`src/rtl/twiddle_flip_enc.sv`:
```
`timescale 1ns/1ps
module twiddle_flip_enc #(
  parameter int W = 16
) (
  input  logic                  clk,
  input  logic                  rst_n,
  input  logic                  clr,
  input  logic                  in_valid,
  input  logic signed [W-1:0]   in_re,
  input  logic signed [W-1:0]   in_im,
  output logic                  out_valid,
  output logic signed [W-1:0]   out_re,
  output logic signed [W-1:0]   out_im,
  output logic                  out_neg,
  input  logic                  prod_valid,
  input  logic                  prod_neg,
  input  logic signed [2*W-1:0] prod_ac,
  input  logic signed [2*W-1:0] prod_bc,
  input  logic signed [2*W-1:0] prod_ad,
  input  logic signed [2*W-1:0] prod_bd,
  output logic                  corr_valid,
  output logic signed [2*W:0]   corr_re,
  output logic signed [2*W:0]   corr_im
);
  localparam int CW = $clog2(W + 1);
  localparam logic [W-1:0] MOST_NEG = {1'b1, {(W-1){1'b0}}};

  function automatic logic [CW-1:0] ones(input logic [W-1:0] v);
    logic [CW-1:0] n;
    n = '0;
    for (int i = 0; i < W; i++) n = n + CW'(v[i]);
    return n;
  endfunction

  logic [W-1:0]  prev_q;
  logic [W-1:0]  ref_w, flip_w, pick_w;
  logic [CW-1:0] dist_keep, dist_flip;
  logic          take_flip;

  assign ref_w     = clr ? '0 : prev_q;
  assign flip_w    = -in_re;
  assign dist_keep = ones(in_re ^ ref_w);
  assign dist_flip = ones(flip_w ^ ref_w);
  assign take_flip = (in_re != MOST_NEG) && (dist_flip < dist_keep);
  assign pick_w    = take_flip ? flip_w : in_re;

  always_ff @(posedge clk) begin
    if (!rst_n) begin
      prev_q    <= '0;
      out_valid <= 1'b0;
      out_re    <= '0;
      out_im    <= '0;
      out_neg   <= 1'b0;
    end else begin
      out_valid <= in_valid;
      if (in_valid) begin
        prev_q  <= pick_w;
        out_re  <= pick_w;
        out_im  <= in_im;
        out_neg <= take_flip;
      end else if (clr) begin
        prev_q  <= '0;
      end
    end
  end

  logic signed [2*W:0] ac_x, bc_x, ad_x, bd_x;

  assign ac_x = prod_neg ? -{prod_ac[2*W-1], prod_ac} : {prod_ac[2*W-1], prod_ac};
  assign bc_x = prod_neg ? -{prod_bc[2*W-1], prod_bc} : {prod_bc[2*W-1], prod_bc};
  assign ad_x = {prod_ad[2*W-1], prod_ad};
  assign bd_x = {prod_bd[2*W-1], prod_bd};

  always_ff @(posedge clk) begin
    if (!rst_n) begin
      corr_valid <= 1'b0;
      corr_re    <= '0;
      corr_im    <= '0;
    end else begin
      corr_valid <= prod_valid;
      if (prod_valid) begin
        corr_re <= ac_x - bd_x;
        corr_im <= ad_x + bc_x;
      end
    end
  end
endmodule


```
`config.mk`:
```
export PLATFORM = sky130hd
export DESIGN_NAME = twiddle_flip_enc
export DESIGN_NICKNAME = d
export VERILOG_FILES = /design/src/rtl/twiddle_flip_enc.sv
export SDC_FILE = /design/constraint.sdc
export NUM_CORES = 1
export LEC_CHECK = 0
export BUFFER_PORTS_ARGS = -buffer_cell sky130_fd_sc_hd__buf_2
export CELL_PAD_IN_SITES_DETAIL_PLACEMENT = 1
export CELL_PAD_IN_SITES_GLOBAL_PLACEMENT = 2
export CORE_UTILIZATION = 30
export CTS_CLUSTER_DIAMETER = 120
export DETAILED_ROUTE_END_ITERATION = 8
export GPL_TIMING_DRIVEN = 0
export HOLD_SLACK_MARGIN = 0.02
export PLACE_DENSITY = 0.83
export SLEW_MARGIN = 20
export SYNTH_ARGS = -nofsm -noshare
export SYNTH_HDL_FRONTEND = slang
export SYNTH_SLANG_ARGS = --single-unit
```
`constraint.sdc`:
```
create_clock -name clk -period 10.5 [get_ports clk]
set_input_delay 1.05 -clock clk [delete_from_list [all_inputs] [get_ports clk]]
set_output_delay 1.05 -clock clk [all_outputs]
set_load 0.01 [all_outputs]
```
== Word-level counts from Yosys, hierarchy flattened ==
Cells that the tools add are included.
Storage, ports and cells
  bits in registers: 117
  bits of input ports: 166
  logic and storage cells: 53
Cells by class
  $add $sub $neg: 35
  magnitude comparators: 1
  eq/ne operators: 1
  multiplexer cells: 5
  bitwise logic cells: 2
  reductions and logical operators: 1
Operators by type and width (count)
  adder 5 x 1 -> 5 bit: 22
  2-to-1 mux 33 bit: 2
  negation 33 bit: 2
  2-to-1 mux 16 bit: 3
  adder 32 x 33 -> 33 bit: 1
  subtractor 33 x 32 -> 33 bit: 1
  bitwise XOR 16 bit: 2
  != test 16 bit (second input constant): 1
  negation 16 bit: 1
  adder 4 x 1 -> 5 bit: 2
  adder 3 x 1 -> 4 bit: 2
  adder 2 x 1 -> 3 bit: 2
  less-than comparator 5 bit: 1
  adder 1 x 1 -> 2 bit: 2
  logical AND 1 bit: 1

== Depth between registers and ports, before layout ==
  depth in word-level cells: 21
  depth in mapped cells: 26
  mapped depth without buffers: 24

== Least setup slack after synthesis ==
No wires, ideal clock.
  kind: in2reg
  start point: input port in_re[0]
  end point: register prev_q[10]
  setup time: 0.122 ns
  arrival time: 7.112 ns
  data required time: 10.378 ns
  slack: 3.266 ns
  stages on the path: 26
  cell sequence: nor3_1 > nand2_1 > or3_1 > or3_1 > clkbuf_1 > nor3_1 > xnor2_1 > fa_1 > inv_1 > fa_1 > fa_1 > inv_1 > fa_1 > inv_1 > ha_1 > fa_1 > ha_1 > a21o_1 > a21o_1 > a21o_1 > a211o_1 > clkbuf_1 > nor2_1 > xor2_1 > o21ai_0 > nor2_1
On the way
  longest elaborated chain between the ends: 21
  elaborated cells on any way between the ends: 38
RTL lines
  from (decl): RTL line 9  | input logic signed [W-1:0] in_re,
  negation 16 bit: RTL line 41  | assign flip_w = -in_re;
  bitwise XOR 16 bit: RTL line 43  | assign dist_flip = ones(flip_w ^ ref_w);
  adder 1 x 1 -> 2 bit: RTL line 31  | for (int i = 0; i < W; i++) n = n + CW'(v[i]);
  adder 2 x 1 -> 3 bit: RTL line 31
  adder 3 x 1 -> 4 bit: RTL line 31
  adder 4 x 1 -> 5 bit: RTL line 31
  adder 5 x 1 -> 5 bit (11 in a row): RTL line 31
  less-than comparator 5 bit: RTL line 44  | assign take_flip = (in_re != MOST_NEG) && (dist_flip < dist_keep);
  logical AND 1 bit: RTL line 44
  2-to-1 mux 16 bit *: RTL line 45  | assign pick_w = take_flip ? flip_w : in_re;
  2-to-1 mux 16 bit *: RTL line 56  | if (in_valid) begin
  to (signal assigned): RTL line 57  | prev_q <= pick_w;
  to (decl): RTL line 35  | logic [W-1:0] prev_q;
Every way passes the cells marked *; elsewhere a longest branch is shown, timed or not.
A chain may end at the register's enable or synchronous reset.

== Worst setup path after layout ==
  start point: input port in_re[2]
  end point: register prev_q[2]
On the way
  longest elaborated chain between the ends: 20
  elaborated cells on any way between the ends: 36
RTL lines (RTL line)
  negation 16 bit: 41
  bitwise XOR 16 bit: 43
  adder 2 x 1 -> 3 bit: 31
  adder 3 x 1 -> 4 bit: 31
  adder 4 x 1 -> 5 bit: 31
  adder 5 x 1 -> 5 bit (11 in a row): 31
  less-than comparator 5 bit: 44
  logical AND 1 bit: 44
  2-to-1 mux 16 bit *: 45
  2-to-1 mux 16 bit *: 56
Marked as above.

==> impl_metrics.ini <==
[setup_path]
cp-start-kind = input pin
crit_type = in2reg
ff2ff_path_depth = 22
crit_required_ps = 10800
arrival_ps = 8250
timing.critical_path.mode_cell = fa_1
worstPathMaxFanout = 10
crit_buf_inv = 6
endpoint_kind = flip-flop
crit_family = adder cells
slowest_delay_ps = 570
cp.depth = 27
slowest_stage = fa_1

[clock_tree]
htreeDepth = 4
clk_latency_ps = 430
clock_path_buffers = 2
cts-root-buf = clkbuf_16
cts.clk_slew.worst_paths_ps = 60
cts-resized-gates = 0
postCtsSetupRepairBufs = 0
cts-buffers-inserted = 17
cts_hold_buf = 0
cts_tree = yes
cts.sinks = 117

[power]
p_per_area_mw_per_mm2 = 350
seq_power_share = 0.133
power.share.combinational = 0.726
vdd_drop_max_uv = 389
p_leak_uw = 0.00590
p_int_uw = 2270
sw_frac_of_total = 0.488
power.net_switching_uw = 2160
clkPwrFrac = 0.142

[routing]
wl_per_cell_um = 19.0
drt_first_pass_iters = 5
viasPerCell = 5.09
drc = 0
ant_nets = 0
drt-total-wl_um = 38100
vias = 10219
drtIter0Drc = 418

[die]
start_util = 0.304
num_rows = 67
die_h_um = 186
die_area_mm2 = 0.0346
die_w_um = 186
core_mm2 = 0.0334
io_pins = 267

[cells_and_area]
area_delta_synth_final_pct = 24.6
final_util = 0.379
mostFrequentLayoutCells = buf_2 (264), xnor2_1 (124), dfxtp_1 (117)
final_common_cell = buf_2
fin_nets = 1813
drive_gt1_frac = 0.198

[timing]
maxSlewHeadroom = 0.373
fin_skew_ps = 5.18
fin_ws_ps = 2560
hold_violations = 0
tightestPinTransition_ps = 941
fmax_mhz = 126
period_needed_ps = 7940
slew_viol_final = 0
timing.final.crit_share = 0.757
grt_setup_unrepaired = false
setup_viol_count_final = 0
fin_setup_tns_ps = 0

[hold_path]
hold_path_class = reg2reg
hold_depth = 1

[grt]
grt_antenna_before_repair = 9
grt_start_max_net_pins = 17
grt_use_total = 0.224
grt_pass1_wl_um = 58700
grt_pass1_vias = 10765
grt.overflow.total = 0

[synthesis]
ys_warn_count = 0
avgSynthCellArea_um2 = 8.06
yosysSeqAreaShare = 0.230
synthDistinctLibCells = 64
ys_ff_latch = 117
syn_inst = 1261
post_synth_instance_area_mm2 = 0.0102
async_reset_ff_frac = 0
synth_ff_type = dfxtp_1
synth_edf_count = 0
synthesis.nets = 1530

[placement]
dp_hpwl_um = 31500
gp_congestion = 0.921
pre_cts_ws_ps = 2170
portBuffers = 264

[flow_run]
maxCapViolCount = 0

[run_status]
status = complete, no violations
synth_stat cells (36+ instances only):
| library cell | instances | area share |
|---|---|---|
| xnor2_1 | 124 | 0.11 |
| nor2_1 | 109 | 0.040 |
| nand2_1 | 71 | 0.026 |
| o21ai_0 | 82 | 0.040 |
| inv_1 | 84 | 0.031 |
| clkbuf_1 | 51 | 0.019 |
| mux2i_1 | 53 | 0.052 |
| a21oi_1 | 88 | 0.043 |
| dfxtp_1 | 117 | 0.23 |
| a21o_1 | 51 | 0.038 |
| xor2_1 | 36 | 0.031 |
| ha_1 | 81 | 0.10 |
final timing paths:
check,from,to,slack [ps]
worst max-delay path,in_re[2],prev_q[2]$_SDFF_PN0_,2560
worst min-delay path,out_re[14]$_SDFFE_PN0P_,out_re[14]$_SDFFE_PN0P_,450
worst max register to register,prev_q[3]$_SDFF_PN0_,prev_q[2]$_SDFF_PN0_,4320
worst min register to register,out_re[14]$_SDFFE_PN0P_,out_re[14]$_SDFFE_PN0P_,450
per-layer routing:
metal | global-route usage | vias up | share of wire
li1 | - | 5041 | -
met1 | 0.256 | 4857 | 0.42
met2 | 0.400 | 248 | 0.50
met4 | 0.0784 | 12 | 0.025
met5 | 0 | - | 0.0021
met3 | 0.0583 | 61 | 0.057
worst register-to-register path: stages, from the launching register on:
cell and delay [ps]:
dfxtp_1 300, nor2b_1 270, xnor2_1 220, xnor2_1 130, fa_1 500, inv_1 50
fa_1 510, fa_1 550, inv_1 50, fa_1 570, inv_1 50, ha_1 220
fa_1 460, ha_1 310, a21o_1 160, a21o_1 170, a21o_1 210, a211o_1 290
clkbuf_1 280, nor2_1 200, xor2_1 80, o21ai_0 360, a21oi_1 90
state kept, by name, indices dropped and copies added, names as in the netlist:
| signal | cells |
|---|---|
| corr_im | 33 |
| corr_re | 33 |
| out_im | 16 |
| out_re | 16 |
| prev_q | 16 |
| corr_valid | 1 |
| out_neg | 1 |
| out_valid | 1 |
cell type report:
cell class / instances / area (um^2)
sequential: 117 / 2340
tap: 448 / 561
buffer: 60 / 225
fill: 4172 / 20800
antenna: 3 / 7.51
inverter: 85 / 319
timing repair buffer: 264 / 1320
multi-input combinational: 999 / 7280
clock buffer: 19 / 443
clock inverter: 13 / 173
stage by stage:
stage	power, uW	hold WS, ps	instances	cell area, um^2
floorplan	2960	481	1261	10200
global placement	3740	430	1973	12000
detailed placement	3830	442	1973	12000
CTS	4500	456	2005	12700
global route	4920	467	2006	12700
finish	4430	452	2008	12700
logic make-up after synthesis:
kind of cell,Yosys count,share of synthesized area
muxes,54,0.0533
DFF,117,0.230
and+or+nand+nor,336,0.164
AOI/OAI and AO/OA,346,0.218
buffers and inverters,145,0.0535
adders and majority gates,103,0.143
xor gates and xnor gates,160,0.138
power by group through the flow:
| stage | clock network, uW | logic, uW | registers, uW |
|---|---|---|---|
| detailed placement | 0 | 3240 | 596 |
| finish | 628 | 3210 | 587 |
| CTS | 643 | 3270 | 588 |
| global placement | 0 | 3140 | 594 |
| global route | 658 | 3670 | 596 |
| floorplan | 0 | 2340 | 620 |
Note: power is estimated with default switching activity, not from simulation.
